[src/rtl/tap_pkg.sv]
package tap_pkg;

  typedef enum logic [3:0] {
    ST_RESET    = 4'h0,
    ST_IDLE     = 4'h1,
    ST_DR_SEL   = 4'h2,
    ST_DR_CAP   = 4'h3,
    ST_DR_SHIFT = 4'h4,
    ST_DR_EXIT1 = 4'h5,
    ST_DR_PAUSE = 4'h6,
    ST_DR_EXIT2 = 4'h7,
    ST_DR_UPD   = 4'h8,
    ST_IR_SEL   = 4'h9,
    ST_IR_CAP   = 4'hA,
    ST_IR_SHIFT = 4'hB,
    ST_IR_EXIT1 = 4'hC,
    ST_IR_PAUSE = 4'hD,
    ST_IR_EXIT2 = 4'hE,
    ST_IR_UPD   = 4'hF
  } tap_state_e;

endpackage

[src/rtl/tap_fsm.sv]
module tap_fsm
  import tap_pkg::*;
(
  input  logic       tck,
  input  logic       trst_n,
  input  logic       tap_en,
  input  logic       tms,
  output tap_state_e state_q
);

  tap_state_e state_d;

  // Next-state: enable low parks the controller in Run-Test/Idle
  always_comb begin
    state_d = state_q;
    if (!tap_en) begin
      state_d = ST_IDLE;
    end else begin
      case (state_q)
        ST_RESET:    state_d = tms ? ST_RESET    : ST_IDLE;
        ST_IDLE:     state_d = tms ? ST_DR_SEL   : ST_IDLE;
        ST_DR_SEL:   state_d = tms ? ST_IR_SEL   : ST_DR_CAP;
        ST_DR_CAP:   state_d = tms ? ST_DR_EXIT1 : ST_DR_SHIFT;
        ST_DR_SHIFT: state_d = tms ? ST_DR_EXIT1 : ST_DR_SHIFT;
        ST_DR_EXIT1: state_d = tms ? ST_DR_UPD   : ST_DR_PAUSE;
        ST_DR_PAUSE: state_d = tms ? ST_DR_EXIT2 : ST_DR_PAUSE;
        ST_DR_EXIT2: state_d = tms ? ST_DR_UPD   : ST_DR_SHIFT;
        ST_DR_UPD:   state_d = tms ? ST_DR_SEL   : ST_IDLE;
        ST_IR_SEL:   state_d = tms ? ST_RESET    : ST_IR_CAP;
        ST_IR_CAP:   state_d = tms ? ST_IR_EXIT1 : ST_IR_SHIFT;
        ST_IR_SHIFT: state_d = tms ? ST_IR_EXIT1 : ST_IR_SHIFT;
        ST_IR_EXIT1: state_d = tms ? ST_IR_UPD   : ST_IR_PAUSE;
        ST_IR_PAUSE: state_d = tms ? ST_IR_EXIT2 : ST_IR_PAUSE;
        ST_IR_EXIT2: state_d = tms ? ST_IR_UPD   : ST_IR_SHIFT;
        ST_IR_UPD:   state_d = tms ? ST_DR_SEL   : ST_IDLE;
        default:     state_d = ST_RESET;
      endcase
    end
  end

  always_ff @(posedge tck or negedge trst_n) begin
    if (!trst_n) begin
      state_q <= ST_RESET;
    end else begin
      state_q <= state_d;
    end
  end

  p_en_low_idle_r3: assert property (@(posedge tck) disable iff (!trst_n)
    !tap_en |=> (state_q == ST_IDLE))
    else $error("enable low did not park in Run-Test/Idle");

  p_upd_dr_idle_r4: assert property (@(posedge tck) disable iff (!trst_n)
    (state_q == ST_DR_UPD && !tap_en) |=> (state_q == ST_IDLE))
    else $error("Update-DR with enable low did not return to idle");

  p_five_ones_r9: assert property (@(posedge tck) disable iff (!trst_n)
    (tap_en && tms && $past(tap_en && tms, 1) && $past(tap_en && tms, 2)
     && $past(tap_en && tms, 3) && $past(tap_en && tms, 4))
    |=> (state_q == ST_RESET))
    else $error("five high mode-select edges did not reach reset");

endmodule

[src/rtl/tap_ir.sv]
module tap_ir
  import tap_pkg::*;
#(
  parameter int              IR_W    = 4,
  parameter logic [IR_W-1:0] CAP_VAL = IR_W'(1),
  parameter logic [IR_W-1:0] EXT_OP  = IR_W'(5)
) (
  input  logic       tck,
  input  logic       trst_n,
  input  tap_state_e state_q,
  input  logic       tdi,
  output logic       ir_so,
  output logic       ext_sel
);

  localparam logic [IR_W-1:0] BYPASS_OP = '1;

  logic [IR_W-1:0] sh_q, sh_d, ir_q, ir_d;
  logic            sh_en, ir_en;

  always_comb begin
    sh_en = (state_q == ST_IR_CAP) || (state_q == ST_IR_SHIFT);
    sh_d  = (state_q == ST_IR_CAP) ? CAP_VAL : {tdi, sh_q[IR_W-1:1]};
    ir_en = (state_q == ST_IR_UPD) || (state_q == ST_RESET);
    ir_d  = (state_q == ST_RESET) ? BYPASS_OP : sh_q;
  end

  always_ff @(posedge tck or negedge trst_n) begin
    if (!trst_n) begin
      sh_q <= CAP_VAL;
      ir_q <= BYPASS_OP;
    end else begin
      if (sh_en) sh_q <= sh_d;
      if (ir_en) ir_q <= ir_d;
    end
  end

  assign ir_so   = sh_q[0];
  assign ext_sel = (ir_q == EXT_OP);

  p_capture_ir_r6: assert property (@(posedge tck) disable iff (!trst_n)
    (state_q == ST_IR_CAP) |=> (sh_q == CAP_VAL))
    else $error("Capture-IR value wrong");

  p_reset_bypass_r10: assert property (@(posedge tck) disable iff (!trst_n)
    (state_q == ST_RESET) |=> (ir_q == BYPASS_OP))
    else $error("Test-Logic-Reset did not load BYPASS");

endmodule

[src/rtl/tap_dr.sv]
module tap_dr
  import tap_pkg::*;
(
  input  logic       tck,
  input  logic       trst_n,
  input  tap_state_e state_q,
  input  logic       tdi,
  input  logic       ir_so,
  input  logic       ext_sel,
  input  logic       ext_tdo,
  output logic       tdo,
  output logic       tdo_oe,
  output logic       ext_shift,
  output logic       ext_tdi
);

  logic byp_q, byp_d, byp_en;
  logic out_d, oe_d;

  always_comb begin
    byp_en = (state_q == ST_DR_CAP) || (state_q == ST_DR_SHIFT);
    byp_d  = (state_q == ST_DR_SHIFT) ? tdi : 1'b0;
  end

  always_ff @(posedge tck or negedge trst_n) begin
    if (!trst_n) begin
      byp_q <= 1'b0;
    end else if (byp_en) begin
      byp_q <= byp_d;
    end
  end

  assign ext_shift = ext_sel && (state_q == ST_DR_SHIFT);
  assign ext_tdi   = tdi & ext_shift;

  // Output retiming: selected serial source, held low outside shifts
  always_comb begin
    oe_d  = 1'b0;
    out_d = 1'b0;
    case (state_q)
      ST_IR_SHIFT: begin
        oe_d  = 1'b1;
        out_d = ir_so;
      end
      ST_DR_SHIFT: begin
        oe_d  = 1'b1;
        out_d = ext_sel ? ext_tdo : byp_q;
      end
      default: begin
        oe_d  = 1'b0;
        out_d = 1'b0;
      end
    endcase
  end

  always_ff @(negedge tck or negedge trst_n) begin
    if (!trst_n) begin
      tdo    <= 1'b0;
      tdo_oe <= 1'b0;
    end else begin
      tdo    <= out_d;
      tdo_oe <= oe_d;
    end
  end

  p_oe_shift_only_r2: assert property (@(posedge tck) disable iff (!trst_n)
    tdo_oe == ((state_q == ST_IR_SHIFT) || (state_q == ST_DR_SHIFT)))
    else $error("tdo_oe outside shift states");

  p_bypass_capture_r7: assert property (@(posedge tck) disable iff (!trst_n)
    (state_q == ST_DR_CAP) |=> (byp_q == 1'b0))
    else $error("bypass did not capture zero");

endmodule

[src/rtl/gated_tap.sv]
module gated_tap
  import tap_pkg::*;
#(
  parameter int              IR_W    = 4,
  parameter logic [IR_W-1:0] CAP_VAL = IR_W'(1),
  parameter logic [IR_W-1:0] EXT_OP  = IR_W'(5)
) (
  input  logic tck,
  input  logic trst_n,
  input  logic tap_en,
  input  logic tms,
  input  logic tdi,
  input  logic ext_tdo,
  output logic tdo,
  output logic tdo_oe,
  output logic ext_sel,
  output logic ext_shift,
  output logic ext_tdi
);

  tap_state_e state_q;
  logic       ir_so;

  tap_fsm u_fsm (
    .tck     (tck),
    .trst_n  (trst_n),
    .tap_en  (tap_en),
    .tms     (tms),
    .state_q (state_q)
  );

  tap_ir #(
    .IR_W    (IR_W),
    .CAP_VAL (CAP_VAL),
    .EXT_OP  (EXT_OP)
  ) u_ir (
    .tck     (tck),
    .trst_n  (trst_n),
    .state_q (state_q),
    .tdi     (tdi),
    .ir_so   (ir_so),
    .ext_sel (ext_sel)
  );

  tap_dr u_dr (
    .tck       (tck),
    .trst_n    (trst_n),
    .state_q   (state_q),
    .tdi       (tdi),
    .ir_so     (ir_so),
    .ext_sel   (ext_sel),
    .ext_tdo   (ext_tdo),
    .tdo       (tdo),
    .tdo_oe    (tdo_oe),
    .ext_shift (ext_shift),
    .ext_tdi   (ext_tdi)
  );

endmodule

[config.mk]
export PLATFORM = sky130hd
export DESIGN_NAME = gated_tap
export DESIGN_NICKNAME = d
export VERILOG_FILES = /design/src/rtl/tap_pkg.sv /design/src/rtl/tap_fsm.sv /design/src/rtl/tap_ir.sv /design/src/rtl/tap_dr.sv /design/src/rtl/gated_tap.sv
export SDC_FILE = /design/constraint.sdc
export NUM_CORES = 1
export LEC_CHECK = 0
export BUFFER_PORTS_ARGS = -buffer_cell sky130_fd_sc_hd__buf_2
export CAP_MARGIN = 10
export CORE_MARGIN = 2
export CORE_UTILIZATION = 37
export CTS_BUF_LIST = sky130_fd_sc_hd__clkbuf_8
export CTS_CLUSTER_SIZE = 8
export DETAILED_ROUTE_END_ITERATION = 6
export GPL_TIMING_DRIVEN = 0
export HOLD_SLACK_MARGIN = 0.05
export SLEW_MARGIN = 20
export SYNTH_ARGS = -nofsm -noshare
export SYNTH_HDL_FRONTEND = slang
export SYNTH_SLANG_ARGS = --single-unit
export TNS_END_PERCENT = 100
[constraint.sdc]
create_clock -name tck -period 1.8 [get_ports tck]
set_clock_uncertainty 0.1 [all_clocks]
set_input_delay 0.27 -clock tck [delete_from_list [all_inputs] [get_ports tck]]
set_output_delay 0.27 -clock tck [all_outputs]
set_load 0.005 [all_outputs]
==> flow_summary.toml, run 1 <==
[outcome]
status = "finished, violations left"
violations = "negative setup slack"

[global_route]
grt_usage = 0.164
grt_pass1_vias = 702
grt_max_degree = 16
grt-ovfl-total = 0
antenna_found_initial = 0
grt_pass1_wl_um = 3290

[worst_setup_path]
cp-end-kind = "register"
criticalPathCategory = "reg -> reg"
cp-start-kind = "register"
cp.required_ns = 0.91
critPathArrivalTime_ns = 1.29
worstPathCellList = "and4bb_2, mux2i_1, o2bb2ai_1"
crit_path_top_delay_cell = "dfstp_2"
critical_path.top_delay_family = "flip-flops"
max_stage_delay_ns = 0.53
crit_buf_inv = 0
cp_max_fo = 2

[detailed_routing]
vias = 765
viasPerCell = 5.31
dr.pass1.iters = 4
wl_um = 1960
drt-wirelength-per-cell_um = 13.6
drt_iter0_markers = 27
ant_nets = 0
drc = 0

[power]
ir_drop_v = 0.000445
p_sw_uw = 333
p_int_uw = 697
clkPwrFrac = 0.261
netSwitchingFraction = 0.323
p_comb_frac = 0.289
leakage_uw = 0.000497
p_per_area_nw_per_um2 = 953
seq_power_share = 0.450

[final_layout]
fin_cells = 144
area_delta_synth_final_pct = 25.0
drive_gt1_frac = 0.362
nets = 123
nFillCells = 218
antenna_cells = 0

[sta]
setup_violations = 6
setup_slack_ns = -0.382
finalMaxSlewViolations = 0
tightest_slew_ns = 0.599
hold_violations = 0
relSlewSlack = 0.598
rsz0062_at_grt = "true"

[floorplan]
core_um2 = 2210
ios = 11
fp-row-count = 17
start_util = 0.391
die_x_um = 52.3
die_h_um = 52.3
die-area_um2 = 2740

[place]
io_buffers = 10
place_congestion = 0.749
dp_slack_ns = -0.434
dp_cells = 132

[synthesis]
synth_area_um2 = 865
synth_edf_count = 0
synth_top_family_by_area = "simple AND/OR/NAND/NOR gates"
async_reset_ff_frac = 1.00
synth_compound_area_frac = 0.226
yosys-top-cells-area = "dfrtp_1, dfstp_2, dfrtn_1, o21ai_0, nand2_1"
synthFlopType = "dfrtp_1"
synth_mux_area_frac = 0.0232
yosys.area_share.simple = 0.229
yosys.area.top_type = "dfrtp_1"
synth_area_per_cell_um2 = 9.20
yosys.area.top_type_share = 0.232
ys_types = 36
netlist_instances = 94
yosys_warnings = 0
ys_ff_latch = 15
yosys.area_share.adder = 0
synth-seq-area-share = 0.441
synth-xor-area-share = 0.0101
syn-num-nets = 100

[clock_network]
clock_latency_ns = 0.25
cts_buffers = 3
path_clk_slew_ns = 0.06
clock-root-buffer = "clkbuf_8"
cts_tree = "built"
htree_levels = 1
clockBufferDepth = 2
cts.sink_count = 15

[flow_run]
maxCapViolCount = 0

[min_path]
hold_path.class = "in -> reg"
[what timing repair did]
action / in CTS / in global routing
endpoints found under the setup margin: 6 / 6
hold buffers: 1 / 0
resized for setup: 2 / 4
hold endpoints to repair: 8 / 0
setup buffers: 6 / 3
pin swaps: 3 / 1
[placed cells by master, fill, tap and decap left out, types with 2 or more instances in the layout]
cell type	n
nand3b_1	2
nand3_1	2
buf_6	2
a22oi_1	4
o21ai_0	9
a21oi_1	4
mux2i_1	2
dfrtn_1	2
a211oi_1	2
dfrtp_1	7
nand2b_1	3
buf_2	14
nand2_1	10
dfstp_2	5
nor2_1	5
nor2b_1	3
clkbuf_8	3
buf_4	8
o211ai_1	2
inv_1	3
[synth_stat cells (2+ instances only)]
cell type	number
nor2_1	5
inv_1	3
buf_2	7
dfrtn_1	2
nand2b_1	3
nand3_1	3
a22oi_1	4
nand2_1	10
dfstp_2	5
dfrtp_1	8
nor2b_1	3
o211ai_1	2
a21oi_1	4
mux2i_1	2
o21ai_0	10
a211oi_1	2
nand3b_1	2
[flip-flops by register name, indices dropped and copies added (netlist names)]
register and flops:
u_dr.tdo 1, u_fsm.state_q 4, u_dr.byp_q 1, u_ir.ir_q 4
u_ir.sh_q 4, u_dr.tdo_oe 1
[final timing paths]
check                              from          endpoint  slack, ns  cells after the start
max                        u_ir.ir_q[2]          u_dr.tdo      -0.38                      3
min                              tap_en  u_fsm.state_q[0]       0.16                      2
max reg2reg                u_ir.ir_q[2]          u_dr.tdo      -0.38                      3
min reg2reg                u_ir.sh_q[0]      u_ir.sh_q[0]       0.40                      2
max in group asynchronous        trst_n          u_dr.tdo       0.18                      2
min in group asynchronous        trst_n        u_dr.byp_q       0.36                      2
[through the flow]
| stage | cell area [µm²] | utilization | hold slack [ns] | power [µW] | TNS (ns) |
|---|---|---|---|---|---|
| finish | 1080 | 0.489 | 0.155 | 1030 | -1.55 |
| floorplan | 871 | - | -0.126 | 659 | -0.691 |
| detailed placement | 956 | 0.432 | 0.0944 | 739 | -0.800 |
| CTS | 1060 | 0.480 | 0.152 | 1030 | -1.64 |
| global route | 1080 | 0.489 | 0.157 | 1110 | -1.85 |
| global placement | 956 | 0.432 | 0.0881 | 729 | -0.801 |
[layout make-up]
type	instances	area, µm²	area share
clock inverters	1	5.00	0.00463
plain buffers	7	43.8	0.0405
flip-flops and latches	15	383	0.354
clock buffers	3	41.3	0.0382
repair buffers	20	131	0.122
multi-input cells	67	430	0.398
inverters	3	11.3	0.0104
well taps	28	35.0	0.0324
[layer usage]
metal	track usage	up-vias	routed length [µm]
met2	0.238	16	892
met1	0.229	367	965
met3	0.0343	2	77
li1	-	380	-
met5	0	-	0
met4	0.0812	0	21
[power groups by stage]
stage          Sequential [µW]  Combinational (µW)  Clock [µW]
2_1_floorplan              437                 222           0
3_3_place_gp               450                 278           0
3_5_place_dp               454                 285           0
4_1_cts                    448                 298         281
5_1_grt                    472                 336         301
6_report                   464                 298         268
[kinds of logic after synthesis]
family / after synthesis
simple gates: 34
compound gates: 30
flops: 15
buf+inv: 12
mux: 2
xor+xnor: 1
Power figures use the tool's default switching activity.
==> run 2, diff against run 1 <==
==> constraint.sdc (replaced) <==
create_clock -name tck -period 2.01 [get_ports tck]
set_clock_uncertainty 0.1 [all_clocks]
set_input_delay 0.3015 -clock tck [delete_from_list [all_inputs] [get_ports tck]]
set_output_delay 0.3015 -clock tck [all_outputs]
set_load 0.005 [all_outputs]
==> run 2 against run 1 <==
Effect of this change:
- the run still ends with negative setup slack left
- critical path type unchanged
- routed wire length fell by 1.3%
- worst hold slack better by 0.032 ns
- count of clock-buffer cells in the layout is the same
- combinational power down 11%
- highest routed layer unchanged
- via count is 0.92% lower
- flip-flop and latch count unchanged
==> flow_summary.toml, run 2 (synthesis gave the netlist of run 1 again) <==
[worst_setup_path]
cp-start-kind = "register"
cp_max_fo = 2
cp.required_ns = 1.01
criticalPathCategory = "reg -> reg"
cp-end-kind = "register"
r2r-start = "u_ir.ir_q[2]"
rrSetupSlack_ns = -0.28
cp-startpoint = "u_ir.ir_q[2]"
critPathArrivalTime_ns = 1.29

[place]
place_congestion = 0.749
io_buffers = 10
placed_cell_area_um2 = 956
dp_slack_ns = -0.329

[power]
finalPower_uw = 920
leakage_uw = 0.000497
ir_drop_v = 0.000398
p_per_area_nw_per_um2 = 851

[final_layout]
drive_gt1_frac = 0.362
area_delta_synth_final_pct = 25.0
mostFrequentLayoutCells = "buf_2, nand2_1, o21ai_0"
nets = 123
antenna_cells = 0
reg.largest.list = "u_fsm.state_q x4, u_ir.ir_q x4, u_ir.sh_q x4"
finalInstanceArea_um2 = 1080
post-route-util = 0.489
final_common_cell = "buf_2"

[clock_network]
path_clk_slew_ns = 0.06
cts_tree = "built"
clock-root-buffer = "clkbuf_8"
htree_levels = 1
clock_latency_ns = 0.25
clockBufferDepth = 2
cts_buffers = 3
cts.sink_count = 15

[detailed_routing]
drt-wirelength-per-cell_um = 13.4
wl_um = 1930
vias = 758
dr.pass1.iters = 4
viasPerCell = 5.26
drc = 0
drt_iter0_markers = 27
ant_nets = 0

[sta]
rsz0062_at_grt = "true"
finalMaxSlewViolations = 0
tightest_slew_ns = 0.599
fin_setup_tns_ns = -0.834
setup_slack_ns = -0.277
relSlewSlack = 0.598
setup_violations = 6
hold_violations = 0

[floorplan]
start_util = 0.391
ios = 11
core_um2 = 2210
die_h_um = 52.3
die-area_um2 = 2740
fp-row-count = 17
die_x_um = 52.3

[min_path]
min_from = "tap_en"
hold_path.class = "in -> reg"

[outcome]
status = "finished, violations left"
violations = "negative setup slack"

[flow_run]
maxCapViolCount = 0

[global_route]
grt_pass1_vias = 702
grt_usage = 0.164
grt-ovfl-total = 0
grt_max_degree = 16
antenna_found_initial = 0
grt_pass1_wl_um = 3290
## run 2: cell counts in the layout (fill, tap and decap cells not counted)
Identical to the previous run, type by type.
## run 2: worst paths after layout
kind,to,cells after the start
min in group asynchronous,u_dr.byp_q,2
setup reg to reg,u_dr.tdo,3
hold / removal,u_fsm.state_q[0],2
hold reg to reg,u_ir.sh_q[0],2
max in group asynchronous,u_dr.tdo,2
setup / recovery,u_dr.tdo,3
## run 2: report_power, final
part	internal [µW]	total [µW]	leakage, µW	switching (µW)
combinational	124	266	0.000290	142
sequential	363	414	0.000182	50.8
clock	137	240	0.0000255	103
## run 2: layout make-up
type                       count  area (µm²)
tap                           28        35.0
timing repair buffer          20         131
clock buffer                   3        41.3
buffer                         7        43.8
fill                         218        1130
clock inverter                 1        5.00
sequential                    15         383
multi-input combinational     67         430
inverter                       3        11.3
## run 2: routing by layer
| metal | global-route usage | routed length, µm |
|---|---|---|
| met5 | 0 | 0 |
| met1 | 0.229 | 962 |
| met2 | 0.238 | 883 |
| met3 | 0.0343 | 64 |
| met4 | 0.0812 | 21 |
## run 2: timing repair
action,in CTS,in global routing
pin swaps,3,2
endpoints found under the setup margin,5,6
endpoints found under the hold margin,8,0
setup buffers,6,3
resized for setup,2,4
hold buffers,1,0
## run 2: per-stage QoR
step	cells	hold WS (ns)
final	144	0.187
after global routing	144	0.188
after CTS	143	0.183
after detailed placement	132	0.126
after global placement	132	0.120
after floorplan	94	-0.0941
## run 2: critical path: stages (launching register included)
cell and delay, ns:
dfstp_2 0.53, and4bb_2 0.25, mux2i_1 0.19, o2bb2ai_1 0.07
